## src/rtl/shl_pkg.sv

```systemverilog
package shl_pkg;
  localparam int WORD_W = 16;
  localparam int CUR_W  = 4;
  localparam int TQ_W   = 2;
  localparam int NUM_PH = 2;
  localparam int PCT_W  = 7;

  // Field order is behaviour: bit 0 arrives first.
  typedef struct packed {
    logic             pol;
    logic [CUR_W-1:0] cur;
    logic             dec;
    logic             mix;
  } phase_t;

  typedef struct packed {
    phase_t          ph_a;
    phase_t          ph_b;
    logic [TQ_W-1:0] tq;
  } word_t;

  localparam int PH_W = $bits(phase_t);

  function automatic logic [PCT_W-1:0] torque_pct(input logic [TQ_W-1:0] code);
    case (code)
      2'b11:   torque_pct = PCT_W'(100);
      2'b10:   torque_pct = PCT_W'(85);
      2'b01:   torque_pct = PCT_W'(70);
      default: torque_pct = PCT_W'(50);
    endcase
  endfunction

  function automatic logic [PCT_W-1:0] mix_pct(input logic sel);
    mix_pct = sel ? PCT_W'(74) : PCT_W'(40);
  endfunction
endpackage

```

## src/rtl/shl_edge_det.sv

```systemverilog
module shl_edge_det (
  input  logic clk_i,
  input  logic rst_ni,
  input  logic sig_i,
  output logic rise_o
);
  logic sig_q;

  always_ff @(posedge clk_i or negedge rst_ni) begin
    if (!rst_ni) sig_q <= 1'b0;
    else         sig_q <= sig_i;
  end

  assign rise_o = sig_i & ~sig_q;
endmodule

```

## src/rtl/shl_shift_reg.sv

```systemverilog
module shl_shift_reg #(
  parameter int WORD_W = shl_pkg::WORD_W
) (
  input  logic              clk_i,
  input  logic              rst_ni,
  input  logic              shift_i,
  input  logic              data_i,
  output logic [WORD_W-1:0] word_o
);
  logic [WORD_W-1:0] sr_q;

  // Enter at MSB so the first bit ends at bit 0.
  always_ff @(posedge clk_i or negedge rst_ni) begin
    if (!rst_ni)      sr_q <= '0;
    else if (shift_i) sr_q <= {data_i, sr_q[WORD_W-1:1]};
  end

  assign word_o = sr_q;
endmodule

```

## src/rtl/shl_hold_latch.sv

```systemverilog
module shl_hold_latch #(
  parameter int WORD_W = shl_pkg::WORD_W
) (
  input  logic              clk_i,
  input  logic              rst_ni,
  input  logic              load_i,
  input  logic              freeze_i,
  input  logic [WORD_W-1:0] word_i,
  output logic [WORD_W-1:0] word_o
);
  logic [WORD_W-1:0] hold_q;

  always_ff @(posedge clk_i or negedge rst_ni) begin
    if (!rst_ni)                  hold_q <= '0;
    else if (load_i && !freeze_i) hold_q <= word_i;
  end

  assign word_o = hold_q;
endmodule

```

## src/rtl/shl_field_decode.sv

```systemverilog
module shl_field_decode
  import shl_pkg::*;
#(
  parameter int NPH = NUM_PH
) (
  input  logic [WORD_W-1:0]           word_i,
  input  logic                        force_off_i,
  output logic [TQ_W-1:0]             tq_o,
  output logic [PCT_W-1:0]            tq_pct_o,
  output logic [NPH-1:0][CUR_W-1:0]   cur_o,
  output logic [NPH-1:0]              dec_o,
  output logic [NPH-1:0]              mix_o,
  output logic [NPH-1:0][PCT_W-1:0]   mix_pct_o,
  output logic [NPH-1:0]              pol_o,
  output logic [NPH-1:0]              off_o
);
  word_t                  w;
  phase_t [NPH-1:0]       ph;

  assign w        = force_off_i ? word_t'('0) : word_t'(word_i);
  assign tq_o     = w.tq;
  assign tq_pct_o = torque_pct(w.tq);
  // index 0 = phase A, 1 = phase B
  assign ph[0]    = w.ph_a;
  assign ph[1]    = w.ph_b;

  for (genvar p = 0; p < NPH; p++) begin : g_ph
    assign cur_o[p]     = ph[p].cur;
    assign dec_o[p]     = ph[p].dec;
    assign mix_o[p]     = ph[p].mix;
    assign mix_pct_o[p] = mix_pct(ph[p].mix);
    assign pol_o[p]     = ph[p].pol;
    assign off_o[p]     = ~|ph[p].cur;
  end
endmodule

```

## src/rtl/shl_serial_latch.sv

```systemverilog
module shl_serial_latch
  import shl_pkg::*;
(
  input  logic             clk_i,
  input  logic             rst_ni,
  input  logic             sdata_i,
  input  logic             sclk_i,
  input  logic             strobe_i,
  input  logic             thermal_i,
  output logic [TQ_W-1:0]  torque_o,
  output logic [PCT_W-1:0] torque_pct_o,
  output logic [CUR_W-1:0] cur_a_o,
  output logic             decay_a_o,
  output logic             mix_a_o,
  output logic [PCT_W-1:0] mix_pct_a_o,
  output logic             pol_a_o,
  output logic             off_a_o,
  output logic [CUR_W-1:0] cur_b_o,
  output logic             decay_b_o,
  output logic             mix_b_o,
  output logic [PCT_W-1:0] mix_pct_b_o,
  output logic             pol_b_o,
  output logic             off_b_o
);
  logic                          sclk_rise, strobe_rise;
  logic [WORD_W-1:0]             sr_word, hold_word;
  logic [NUM_PH-1:0][CUR_W-1:0]  cur;
  logic [NUM_PH-1:0][PCT_W-1:0]  mpct;
  logic [NUM_PH-1:0]             dec, mix, pol, off;

  shl_edge_det u_sclk_edge (
    .clk_i (clk_i), .rst_ni(rst_ni), .sig_i(sclk_i), .rise_o(sclk_rise)
  );

  shl_edge_det u_strobe_edge (
    .clk_i (clk_i), .rst_ni(rst_ni), .sig_i(strobe_i), .rise_o(strobe_rise)
  );

  shl_shift_reg #(.WORD_W(WORD_W)) u_shift (
    .clk_i (clk_i), .rst_ni(rst_ni), .shift_i(sclk_rise),
    .data_i(sdata_i), .word_o(sr_word)
  );

  shl_hold_latch #(.WORD_W(WORD_W)) u_hold (
    .clk_i (clk_i), .rst_ni(rst_ni), .load_i(strobe_rise),
    .freeze_i(thermal_i), .word_i(sr_word), .word_o(hold_word)
  );

  shl_field_decode #(.NPH(NUM_PH)) u_dec (
    .word_i     (hold_word),
    .force_off_i(thermal_i | ~rst_ni),
    .tq_o       (torque_o),
    .tq_pct_o   (torque_pct_o),
    .cur_o      (cur),
    .dec_o      (dec),
    .mix_o      (mix),
    .mix_pct_o  (mpct),
    .pol_o      (pol),
    .off_o      (off)
  );

  assign cur_a_o     = cur[0];
  assign decay_a_o   = dec[0];
  assign mix_a_o     = mix[0];
  assign mix_pct_a_o = mpct[0];
  assign pol_a_o     = pol[0];
  assign off_a_o     = off[0];
  assign cur_b_o     = cur[1];
  assign decay_b_o   = dec[1];
  assign mix_b_o     = mix[1];
  assign mix_pct_b_o = mpct[1];
  assign pol_b_o     = pol[1];
  assign off_b_o     = off[1];
endmodule

```

## config.mk

```make
export PLATFORM = sky130hd
export DESIGN_NAME = shl_serial_latch
export DESIGN_NICKNAME = d
export VERILOG_FILES = /design/src/rtl/shl_pkg.sv /design/src/rtl/shl_edge_det.sv /design/src/rtl/shl_shift_reg.sv /design/src/rtl/shl_hold_latch.sv /design/src/rtl/shl_field_decode.sv /design/src/rtl/shl_serial_latch.sv
export SDC_FILE = /design/constraint.sdc
export NUM_CORES = 1
export LEC_CHECK = 0
export BUFFER_PORTS_ARGS = -buffer_cell sky130_fd_sc_hd__clkbuf_2
export CORE_UTILIZATION = 32
export CTS_CLUSTER_SIZE = 40
export DETAILED_ROUTE_END_ITERATION = 12
export PLACE_DENSITY_LB_ADDON = 0.12
export SYNTH_ARGS = -nofsm -noshare
export SYNTH_HDL_FRONTEND = slang
export SYNTH_HIERARCHICAL = 1
export SYNTH_SLANG_ARGS = --single-unit
```

## constraint.sdc

```tcl
create_clock -name clk_i -period 3.4 [get_ports clk_i]
set_input_delay 0.51 -clock clk_i [delete_from_list [all_inputs] [get_ports clk_i]]
set_output_delay 0.51 -clock clk_i [all_outputs]
set_load 0.02 [all_outputs]
```

# Word-level counts from Yosys, hierarchy flattened
# Cells that the tools add are included.
[op_classes] n_lt_le_gt_ge=0 shift=0 muxes=4 n_reduce_logical=6 add_sub_neg=0 bitwise_logic=6 div_mod_pow=0 n_eq_ne=3 n_mul=0
[ops] operator="one-hot mux 7 bit (3 select lines)" count=1
[ops] operator="2-to-1 mux 16 bit" count=1
[ops] operator="2-to-1 mux 7 bit" count=2
[ops] operator="OR reduction 4 bit" count=2
[ops] operator="equality test 2 bit (second input constant)" count=2
[ops] operator="zero test 1 bit" count=3
[ops] operator="inverter 1 bit" count=3
[ops] operator="bitwise AND 1 bit" count=2
[ops] operator="equality test 2 x 1 -> 1 bit (second input constant)" count=1
[ops] operator="logical AND 1 bit" count=1
[ops] operator="bitwise OR 1 bit" count=1
[word_totals] mem_count=0 ramBits=0 mem_bits_ro=0 latchBits=0 elab_cells=23 regBits=34 in_bits=6

# Longest topological paths before layout
[depth] word_depth=5 mapped_depth=6 depth_no_buf=5

# By module
# The synthesis kept the hierarchy.
[by_module_without_submodules] mod="shl_hold_latch" seq_area_each_um2=400.4 instances=1 area_each_um2=663.1 cells_each=35
[by_module_without_submodules] mod="shl_shift_reg" seq_area_each_um2=400.4 instances=1 area_each_um2=649.4 cells_each=34
[by_module_without_submodules] mod="shl_field_decode" seq_area_each_um2=0.0 instances=1 area_each_um2=300.3 cells_each=46
[by_module_without_submodules] mod="shl_edge_det" seq_area_each_um2=25.0 instances=2 area_each_um2=38.8 cells_each=2
[by_module_without_submodules] mod="shl_serial_latch" seq_area_each_um2=0.0 instances=1 area_each_um2=6.3 cells_each=1

# Worst setup path after synthesis
# Ideal clock, no wire load.
[synth_path] kind="input -> output" start="input thermal_i" end="output torque_pct_o[6]" setup_slack_ps=1129 arrival_time_ps=1761 cell_stages=6 required_ps=2890 path_buffers=1 cell_sequence="nand2b_1 -> nor2b_1 -> inv_1 -> ha_1 -> inv_1 -> buf_4"
[synth_via] elab_chain_len=4 word_cells_on_any_way=6 classes_between="eq/ne (3); mux (2); bitwise (1)"
[synth_lines] item="start, declared" line="shl_serial_latch.sv:9" source="input logic thermal_i,"
[synth_lines] item="bitwise OR 1 bit (*)" line="shl_serial_latch.sv:51" source=".force_off_i(thermal_i | ~rst_ni),"
[synth_lines] item="2-to-1 mux 16 bit (*)" line="shl_field_decode.sv:20" source="assign w = force_off_i ? word_t'('0) : word_t'(word_i);"
[synth_lines] item="named net torque_o[1]" line="shl_serial_latch.sv:10" source="output logic [TQ_W-1:0] torque_o,"
[synth_lines] item="equality test 2 x 1 -> 1 bit or equality test 2 bit (tied branches)" line="shl_pkg.sv:25" source="case (code)"
[synth_lines] item="one-hot mux 7 bit (3 select lines) (*)" line="shl_pkg.sv:25"
[synth_lines] item="end, declared" line="shl_serial_latch.sv:11" source="output logic [PCT_W-1:0] torque_pct_o,"
# The timed path passes the listed nets; every way through them passes the cells marked *.

# Worst setup path in the final report
[layout_path] start="input thermal_i" end="output torque_pct_o[5]"
[layout_via] elab_chain_len=4 word_cells_on_any_way=6 classes_between="eq/ne (3); mux (2); bitwise (1)"
[layout_lines] item="bitwise OR 1 bit (*)" line="shl_serial_latch.sv:51"
[layout_lines] item="2-to-1 mux 16 bit (*)" line="shl_field_decode.sv:20"
[layout_lines] item="equality test 2 x 1 -> 1 bit or equality test 2 bit (tied branches)" line="shl_pkg.sv:25"
[layout_lines] item="one-hot mux 7 bit (3 select lines) (*)" line="shl_pkg.sv:25"
# Mark *: on every way between the ends. The rest lies on a longest branch, timed or not.

==> metrics.md <==
| Metric | Value |
|---|---|
| Ports | 45 |
| Compound-Gate Fraction of Synth Area | 1.032% |
| Cell count of the worst reg-to-reg path | 3 |
| Die W | 74.82 um |
| Area growth syn-to-layout | 12.46% |
| Switching Share | 28.98% |
| Post-cts sizing count | 0 |
| Wire length per cell | between 10 and 15 um |
| Status | finished clean |
| Synthesized flop and latch total | 34 |
| Unrepaired setup endpoints after global routing | no |
| Final min period | 2148 ps |
| Clock Root Buffer | clkbuf_8 |
| Fillers | 522 |
| CP max stage delay | 280 ps |
| Total CTS buffers | 5 |
| Synth Warn # | 6 |
| Leak | 0.0009551 uW |
| Fraction of layout cells with a size suffix above 1 | 51.66% |
| FFs w/ async S/R, synth | 100.0% |
| Final Core Density | 37.36% |
| Syn Inst Count | 120 |
| Post-synth top area share | around half |
| Post-synth EDFFs | 0 |
| Internal power | 970.2 uW |
| Clock-pin slew on the worst setup and hold paths | 60 ps |
| Vias in the first global route | 857 |
| Sw Pwr | 396.0 uW |
| Crit path capture type | output pin |
| Buffers on Ports | 35 |
| Slowest CP cell | ha_1 |
| Comb power frac | 29.0% |
| XOR/XNOR Fraction of Synth Area | 0% |
| RD Place Congestion | 0.6439 |
| Setup TNS | 0 ps |
| Detailed-route DRC error count | 0 |
| Cell Pwr Density | 716.0 nW/um^2 |
| First-pass GRT wire length | roughly 4600 um |
| GR Overflow Total | 0 |
| DP HPWL | between 1500 and 2000 um |
| Final Slew Violations | 0 |
| Combinational family with the most area after synthesis | multiplexers |
| Worst path buffer plus inverter count | 4 |
| FMAX | 465.6 MHz |
| Main area contributors after synthesis | dfrtp_1 50%, mux2_4 18%, mux2_2 8.0% |
| DRT iter0 DRCs | 51 |
| Worst slew pin tran | 612.6 ps |
| Worst R2R End | u_hold/word_o[14] |
| CP Data Arrival Time | 1640 ps |
| Clk Latency, worst-skew pair | 280 ps |
| WP depth | 7 |
| Via count | 914 |
| Simple-gate portion of the synthesized area | 8.923% |
| Clk_skew | between 3 and 4 ps |
| H-tree Lvls | 2 |
| Die Ht | 74.82 um |
| DRT Pass-1 Iters | 4 |
| Mux share of post-synthesis cell area | between 20% and 30% |
| Endpoints failing setup | 0 |
| Antenna Violating Nets Remaining | 0 |
| Row cnt | 26 |
| Count of cell types in the netlist | 14 |
| Pin count of the biggest net entering global routing | 35 |
| Hold_buf cts | 0 |
| Die Area | 5597 sq um |
| Fin nets | 160 |
| Data required time of the critical path | ~2900 ps |
| Post-CTS Setup Inserts | 0 |
| Maximum vdd ir drop | between 200 and 250 uV |
| Clock tree buffer depth | 2 |
| Initial Utilization | 33.22% |
| FF-to-FF setup slack | 1850 ps |
| Worst rel slew slack | 59.07% |
| Reg2reg start | u_strobe_edge/sig_q |
| Antenna Cells | 0 |
| Synthesized area per cell | 14.14 sq um |
| Final WL | 2770 um |
| Crit path max-delay family | simple AND/OR/NAND/NOR gates |
| Synth top cells by count | 34 x dfrtp_1, 20 x mux2_4, 15 x buf_4 |
| Total power | approximately 1400 uW |
| Vias/cell | 4.136 |
| Startpoint type of the worst setup path | input pin |
| Share of power burned in registers | 50.1% |
| Final hold violation count | 0 |
| GRT Resource Usage Total | 11.60% |
| Tcrit/Tclk final | 63.17% |
| Top-count cell post-synth | dfrtp_1 |
| Seq/Total Area, Yosys | 50.15% |
| CTS tree | yes |
| Area share of fa/ha/maj cells after synthesis | 1.475% |
| Worst Setup SP | thermal_i |
| Maxcap violations | 0 |
| Worst Hold Class | input pin to asynchronous set/reset pin |
| CP Max Fanout | 4 |
| Most common flop cell mapped by yosys | dfrtp_1 |
| Clock sinks | 34 |
| Core area | 5107 sq um |
| Clk pwr share | 20.9% |
| Worst Setup Path Type | input pin to output pin |
| Cell taking the most area after synthesis | dfrtp_1 |
| Cell area after synthesis | 1697 sq um |
| Worst-path cell chain | clkbuf_2, nand2b_1, nor2b_1, inv_1, ha_1, inv_1, clkbuf_2 |
| Initial antenna violation count | 0 |
-- flip-flops by register name, summed over array words and instances (netlist names) --
register	cells
u_strobe_edge/sig_q	1
u_hold/word_o	16
u_sclk_edge/sig_q	1
u_shift/word_o	16
-- kinds of logic (layout without fill, tap and decap cells) --
family,Yosys count,after routing
flops,34,34
fa+ha+maj,2,2
mux,32,32
buf+inv,28,52
compound gates,2,2
other cells,2,9
simple gates,20,20
-- layer usage --
layer / wire, um / global-route usage [%] / vias to the layer above
met5: 0 / 0 / -
met2: 1330 / 17.02 / 26
met3: 135 / 4.552 / 7
met4: 44 / 5.031 / 0
met1: 1259 / 15.21 / 456
li1: - / - / 425
-- worst register-to-register path, delay by kind of cell, from the launching register on --
family | cells | cell delay (ps)
muxes | 1 | 410
DFF | 1 | 400
and+or+nand+nor | 2 | 630
-- cell usage in the layout (no fill, tap or decap), drive strengths merged --
cell	count
conb	9
mux2	32
ha	2
and2b	3
clkbuf	41
o41ai	2
nor2b	16
dfrtp	34
nand2b	1
buf	2
inv	9
-- worst max path at each step --
stage                            endpoint  slack (ps)
final                     torque_pct_o[5]        1250
after global routing      torque_pct_o[5]        1130
after CTS                 torque_pct_o[5]        1250
after detailed placement  torque_pct_o[5]        1250
after global placement    torque_pct_o[5]        1310
after floorplan           torque_pct_o[6]        1130
-- power by group through the flow --
| stage | Sequential [uW] | Clock [uW] | Combinational (uW) |
|---|---|---|---|
| after floorplan | 649 | 0 | 353 |
| after global placement | 692 | 0 | 393 |
| after detailed placement | 695 | 0 | 398 |
| after CTS | 689 | 297 | 401 |
| after global routing | 713 | 322 | 433 |
| final | 684 | 286 | 396 |
-- metrics by stage --
| stage | cells | setup slack (ps) | instance area [sq um] | hold WS (ps) |
|---|---|---|---|---|
| global route | 221 | 1133 | 1908 | 333.1 |
| floorplan | 127 | 1129 | 1723 | 214.4 |
| CTS | 221 | 1248 | 1908 | 342.7 |
| finish | 221 | 1252 | 1908 | 316.6 |
| detailed placement | 215 | 1248 | 1826 | 491.7 |
| global placement | 215 | 1309 | 1826 | 489.7 |
-- cell type report --
cell class	count	area, sq um	area share, %
Timing Repair Buffer	37	190.2	9.967
Tap cell	70	87.58	4.590
Sequential cell	34	850.8	44.59
Inverter	9	33.78	1.770
Clock buffer	6	82.58	4.328
Multi-Input combinational cell	65	663.1	34.75
(Power assumes the default switching activity.)
